**src/rtl/vsr_pkg.sv**
```systemverilog
package vsr_pkg;
  typedef struct packed {
    logic clk;
    logic en;
  } vsr_pins_t;
endpackage

```
**src/rtl/vsr_sync.sv**
```systemverilog
module vsr_sync #(
  parameter int unsigned W      = 2,
  parameter int unsigned STAGES = 2
) (
  input  logic         clk_i,
  input  logic         rst_ni,
  input  logic [W-1:0] d_i,
  output logic [W-1:0] q_o
);
  logic [W-1:0] pipe [STAGES];

  generate
    for (genvar s = 0; s < STAGES; s++) begin : g_stage
      always_ff @(posedge clk_i or negedge rst_ni) begin
        if (!rst_ni) pipe[s] <= '0;
        else if (s == 0) pipe[s] <= d_i;
        else pipe[s] <= pipe[(s == 0) ? 0 : s-1];
      end
    end
  endgenerate

  assign q_o = pipe[STAGES-1];
endmodule

```
**src/rtl/vsr_trig.sv**
```systemverilog
module vsr_trig
  import vsr_pkg::*;
(
  input  logic      clk_i,
  input  logic      rst_ni,
  input  vsr_pins_t pins_i,
  output logic      shift_o
);
  vsr_pins_t prev;

  always_ff @(posedge clk_i or negedge rst_ni) begin
    if (!rst_ni) prev <= '0;
    else prev <= pins_i;
  end

  logic clk_rise, en_fall;
  assign clk_rise = pins_i.clk & ~prev.clk & ~pins_i.en;
  assign en_fall  = prev.en & ~pins_i.en & pins_i.clk;
  // coincident conditions merge into one pulse
  assign shift_o  = clk_rise | en_fall;
endmodule

```
**src/rtl/vsr_core.sv**
```systemverilog
module vsr_core #(
  parameter int unsigned DEPTH = 64,
  localparam int unsigned TW   = $clog2(DEPTH)
) (
  input  logic          clk_i,
  input  logic          arst_ni,
  input  logic          shift_i,
  input  logic          din_i,
  input  logic [TW-1:0] tap_i,
  output logic          bit_o
);
  logic [DEPTH-1:0] stg;

  always_ff @(posedge clk_i or negedge arst_ni) begin
    if (!arst_ni) stg <= '0;
    else if (shift_i) stg <= {stg[DEPTH-2:0], din_i};
  end

  assign bit_o = stg[tap_i];
endmodule

```
**src/rtl/varlen_shreg.sv**
```systemverilog
module varlen_shreg
  import vsr_pkg::*;
#(
  parameter int unsigned MAX_LEN     = 64,
  parameter int unsigned SYNC_STAGES = 2,
  localparam int unsigned LEN_W      = $clog2(MAX_LEN)
) (
  input  logic             clk_i,
  input  logic             rst_ni,
  input  logic             clr_i,
  input  logic             data_a_i,
  input  logic             data_b_i,
  input  logic             sel_a_i,
  input  logic             shift_clk_i,
  input  logic             shift_en_i,
  input  logic [LEN_W-1:0] len_i,
  output logic             q_o,
  output logic             q_n_o
);
  vsr_pins_t pins_raw, pins_s;
  logic      shift_en, din, arst_n, tap_bit;

  assign pins_raw = '{clk: shift_clk_i, en: shift_en_i};

  vsr_sync #(.W(2), .STAGES(SYNC_STAGES)) u_sync (
    .clk_i (clk_i),
    .rst_ni(rst_ni),
    .d_i   (pins_raw),
    .q_o   (pins_s)
  );

  vsr_trig u_trig (
    .clk_i  (clk_i),
    .rst_ni (rst_ni),
    .pins_i (pins_s),
    .shift_o(shift_en)
  );

  assign din    = sel_a_i ? data_a_i : data_b_i;
  assign arst_n = rst_ni & ~clr_i;

  vsr_core #(.DEPTH(MAX_LEN)) u_core (
    .clk_i  (clk_i),
    .arst_ni(arst_n),
    .shift_i(shift_en),
    .din_i  (din),
    .tap_i  (len_i),
    .bit_o  (tap_bit)
  );

  assign q_o   = tap_bit;
  assign q_n_o = ~tap_bit;
endmodule

```
**config.mk**
```make
export PLATFORM = sky130hd
export DESIGN_NAME = varlen_shreg
export DESIGN_NICKNAME = d
export VERILOG_FILES = /design/src/rtl/vsr_pkg.sv /design/src/rtl/vsr_sync.sv /design/src/rtl/vsr_trig.sv /design/src/rtl/vsr_core.sv /design/src/rtl/varlen_shreg.sv
export SDC_FILE = /design/constraint.sdc
export NUM_CORES = 1
export LEC_CHECK = 0
export BUFFER_PORTS_ARGS = -buffer_cell sky130_fd_sc_hd__buf_2
export CORE_MARGIN = 2
export CORE_UTILIZATION = 50
export CTS_CLUSTER_SIZE = 30
export DETAILED_ROUTE_END_ITERATION = 16
export PLACE_DENSITY = 0.67
export SKIP_CTS_REPAIR_TIMING = 1
export SYNTH_ARGS = -nofsm -noshare
export SYNTH_HDL_FRONTEND = slang
export SYNTH_SLANG_ARGS = --single-unit
```
**constraint.sdc**
```tcl
create_clock -name clk_i -period 7.8 [get_ports clk_i]
set_input_delay 0.78 -clock clk_i [delete_from_list [all_inputs] [get_ports clk_i]]
set_output_delay 0.78 -clock clk_i [all_outputs]
set_load 0.02 [all_outputs]
```
Yosys cells after proc, flatten, opt, wreduce, memory -nomap -nowiden:

Index checks and enable logic that the tools add are counted.

* flip-flop bits (word level): 70

* order comparisons: 1
* mux-type cells: 3
* bitwise operators: 10

Operators by type and width (number)
* $lt 6x7->1 const B: 1
* $bmux 1 s6: 1
* $and 1x1->1: 5
* $not 1->1: 4
* $mux 1: 2
* $or 1x1->1: 1

Logic depth before layout (Yosys ltp):

* word-level depth: 4
* gate-level depth with buffers: 7
* mapped depth without buffers: 5

Cells and area by module:

Synthesis repeated with hierarchy kept, for this count alone.

* cell total of the unflattened synthesis: 210
* area, all modules: 3165.5 sq um

Modules (own cells, without submodules)
* vsr_core: times used 1, cells each 197, area an instance 2949.1 sq um, seq. area each 1601.5 sq um
* vsr_sync: times used 1, cells each 6, area an instance 115.1 sq um, seq. area each 100.1 sq um
* vsr_trig: times used 1, cells each 4, area an instance 76.3 sq um, seq. area each 50.0 sq um
* varlen_shreg: times used 1, cells each 3, area an instance 25.0 sq um, seq. area each 0.0 sq um

Worst setup path before layout:

Ideal clock, no wire load.

* path type: input port to output port
* start: input len_i[0]
* end: output q_n_o
* arrival: 2249 ps
* data required time: 7020 ps
* slack: 4771 ps
* stages on the path: 6
* buffers on the path: 2
* cells stage by stage: buf_6 buf_6 mux4_1 a22oi_1 a31oi_1 o22ai_1

* cells in the longest elaborated chain, start to end: 3

RTL lines
* start: declaration: RTL line varlen_shreg.sv:16 `input logic [LEN_W-1:0] len_i,`
* $bmux 1 s6: RTL line vsr_core.sv:19 `assign bit_o = stg[tap_i];`
* $mux 1 (not written as such): RTL line vsr_core.sv:19
* $not 1->1: RTL line varlen_shreg.sv:52 `assign q_n_o = ~tap_bit;`
* end: declaration: RTL line varlen_shreg.sv:18 `output logic q_n_o`

No other way between the ends. The select of a mux whose other input is x is not followed.

Final worst setup path:

* start: input len_i[0]
* end: output q_o

* cells in the longest elaborated chain, start to end: 2

RTL lines
* $bmux 1 s6: RTL line vsr_core.sv:19
* $mux 1 (not written as such): RTL line vsr_core.sv:19
* end: declaration: RTL line varlen_shreg.sv:17 `output logic q_o,`

No other way between the ends. The select of a mux whose other input is x is not followed.

==> reports/results.txt <==
The worst setup path is of the primary input to primary output kind. Among all flip-flop cells after synthesis, the most frequent one is sky130_fd_sc_hd__dfrtp_1. The tools report the total number of nets in the final design as 226. The run gives 52.3% as the effective utilization at floorplan.

The endpoint identified for the worst register-to-register timing path is u_core.stg[40]. The multi-input combinational cells in the finished layout cover a total of 1330 um^2. In this run, the clock network consumes 38.8% of the power. The logs give 0 for the count of endpoints failing hold in the final timing report and 0 for the initial antenna violation count. Counting the buffers created by CTS gives 9. Setup repair after global routing left no endpoint under its margin. The cell count after synthesis came out at 196. The die is 83.4 um tall.

The worst setup skew after layout is 0.00879 ns. The first global-routing pass estimated 8610 um of wire. The critical path goes through buf_2 > mux4_1 > o21a_1 > o21ai_0 > o311ai_1 > o22a_1 > buf_2. The run gives 87 as the number of DRC markers after the initial detailed-route iteration. On the final layout, the worst hold slack is 0.251 ns.

In this design, the critical path's most frequently occurring cell is sky130_fd_sc_hd__buf_2. No sink is reached through more buffers than the 2 on the longest clock path. CTS saw 70 sinks.

The maximum clock frequency is 289 MHz. After synthesis, the cell types taking the most area are sky130_fd_sc_hd__dfrtp_1 56%, sky130_fd_sc_hd__mux2_2 22%, sky130_fd_sc_hd__mux4_1 12%. Clock-pin slew was measured on the worst setup and hold paths at 0.07 ns. Slowest stage cell on the critical path: sky130_fd_sc_hd__mux4_1. IR analysis of the VDD net gives a maximum drop of 0.149 mV.

The via count of the first global-routing pass is 1,772, and the total of fill cells in the finished design is 466. For the sequential standard cell area, the log shows 1750 um^2. The routed length per placed instance is 17.3 um. In this run the power spent charging and discharging nets is 193 uW. The cell sitting at the root of the clock tree is a sky130_fd_sc_hd__clkbuf_8.

STA classifies the critical path startpoint as a primary input. The number of antenna diodes in the final layout is 0. The number of optimization iterations in the first detailed-route pass was 4; the fraction of final layout cells sized beyond drive strength 1 was 44.7%.

In this run, synthesis inferred 0 flip-flops with an integrated enable. The path depth of the worst reg2reg path works out to 4. The logs give 0 for the final max-slew violation count and 6030 um^2 for the total core area. The tools report the count of pins on the block boundary as 16. Setup violations remaining at the end of the flow were counted as 0.

For flop-to-flop paths, the worst setup slack is 6.06 ns. The tools report the portion of total power attributed to sequential cells as 50.6%. The run gives 66 as the pin count of the biggest net entering global routing. The launch point of the critical path was len_i[0]. The final-layout setup total negative slack was 0 ns.

For this run, the slowest stage of the critical path takes 0.63 ns. For this run, the total global-route usage over all layers was measured as 15.9%. The die is 83.4 um wide.

Kind of end point of the critical path: a primary output. In the synthesized netlist the async set-or-reset flop fraction comes to 100%. During synthesis, Yosys emitted a total of 0 warnings.

Synthesis produced a netlist with a net count of 210. At the pin with the least slew margin, the transition time is 0.776 ns. The switching portion of total power was 23.3%; the max-cap check violation count was 0. The synthesized netlist occupies a cell area of 3150 um^2. Row generation in the floorplan step produced 28 rows. The count of input and output buffers is 15, and the final wirelength is 5070 um. The share of synthesized area in the top cell type comes to 55.5%. For the number of routed nets with antenna violations, the log shows 0. The ratio of final minimum period to clock period works out to 44.3%.

After global routing the overflow that remains totals 0. The total DRC errors in the routed layout was 0. The startpoint identified for the worst register-to-register timing path is u_trig.prev[0]. In this run the worst path has a maximum fanout of 18.

The logs give 7.02 ns for the endpoint required time on the critical path and 0.34 ns for the insertion delay to the later sink of the worst-skew pair. Dividing the synthesized area by the synthesized cell count gives 16.1 um^2. The static power due to leakage came out at 0.00176 uW. The synthesized netlist contains 25 unique library cells.

The flow ran to the end, and the final reports show no timing, DRC or antenna violations. TritonCTS built the clock tree. The part of the power in combinational logic was 10.6%; the synthesis-to-finish area growth was 10.9%. The part of the Yosys area used for sequential elements was 55.5%; the area of the die was 6960 um^2.

Synthesis inferred 70 register bits. The deepest level of the CTS H-tree came out at 3. The final weighted congestion in routability-driven placement was 0.695.

In this run the power density over the cells is 237 nW/um^2. Once detailed placement completed, the half-perimeter wirelength came to 3310 um. The run gives 2.68 ns as the worst path arrival time. In this run the tightest slew margin relative to its limit is 48.2%. The path class of the tightest hold or removal check is primary input to asynchronous set/reset pin.

The mean number of vias per cell was 5.80. The tools report the vias after detailed routing as 1,694. Library cell with the largest summed area after synthesis: sky130_fd_sc_hd__dfrtp_1.

The minimum clock period is 3.46 ns. Cell internal power was estimated by the tool at 636 uW.
## per-layer routing
layer  share of wire (%)  vias up  global-route usage, %
met3                 2.5        8                   3.68
met5                   0        -                      0
met2                  51       20                   25.3
met4                 2.1        0                   7.48
met1                  45      886                   21.0
li1                    -      780                      -
## worst max path at each step
stage / end / slack, ns / depth (start not counted)
2_1_floorplan: u_core.stg[0] / 3.08 / 1
3_3_place_gp: q_n_o / 4.39 / 7
3_5_place_dp: q_n_o / 4.36 / 7
4_1_cts: q_o / 4.33 / 7
5_1_grt: q_n_o / 4.22 / 7
6_report: q_o / 4.34 / 7
## cells by family (layout without fill, tap and decap cells)
family	Yosys count	count (layout)	synth area share (%)
multiplexers	83	83	36.1
buffers and inverters	14	35	2.50
AND/OR/NAND/NOR	15	15	2.70
flip-flops	70	70	55.5
AO/OA/AOI/OAI	14	14	3.21
## power groups by stage
stage	combinational (uW)	sequential, uW	clock (uW)
after global placement	85.8	424	0
after global routing	96.8	424	350
after CTS	90.0	419	331
after detailed placement	89.8	426	0
final	88.0	419	322
after floorplan	74.2	417	0
## synth_stat cells (2+ instances only)
master	number
sky130_fd_sc_hd__mux2i_1	6
sky130_fd_sc_hd__dfrtp_1	70
sky130_fd_sc_hd__o21ai_0	2
sky130_fd_sc_hd__nor2b_1	3
sky130_fd_sc_hd__inv_1	2
sky130_fd_sc_hd__o21a_1	2
sky130_fd_sc_hd__nand2_1	3
sky130_fd_sc_hd__mux2_2	63
sky130_fd_sc_hd__mux4_1	14
sky130_fd_sc_hd__nand3b_1	3
sky130_fd_sc_hd__clkbuf_1	3
sky130_fd_sc_hd__buf_2	6
sky130_fd_sc_hd__buf_6	2
sky130_fd_sc_hd__nor2_1	2
sky130_fd_sc_hd__a22oi_1	5
## worst max-delay path, delay by kind of cell
family / cells / cell delay, ns
AO/OA/AOI/OAI: 4 / 0.69
multiplexers: 1 / 0.63
buffers and inverters: 2 / 0.55
## area by class of cell
class	count	area share, %
Inverter	2	0.215
Sequential cell	70	50.1
Tap cell	75	2.68
Clock buffer	10	3.94
Multi-Input combinational cell	112	38.1
Clock inverter	6	2.43
Timing Repair Buffer	17	2.58
## registers in the layout, indices dropped and copies added (netlist names)
name and count:
u_sync.pipe 2, u_core.stg 64, u_trig.prev 2, u_sync.q_o 2
## cell usage in the layout, fill, tap and decap left out, drive strengths merged, types with 3 or more instances in the layout
cell,n
mux4,14
buf,17
nand2,3
nor2b,3
mux2,63
clkbuf,10
dfrtp,70
a22oi,5
mux2i,6
nand3b,3
## through the flow
stage                     power [uW]  utilization (%)  instance area (um^2)  setup slack [ns]  instances
final                            829             58.0                  3500              4.34        292
after global routing             870             58.0                  3500              4.22        292
after CTS                        840             58.0                  3500              4.33        292
after detailed placement         516             54.3                  3270              4.36        276
after global placement           510             54.3                  3270              4.39        276
after floorplan                  492                -                  3150              3.08        196
Power figures use the tool's default switching activity.
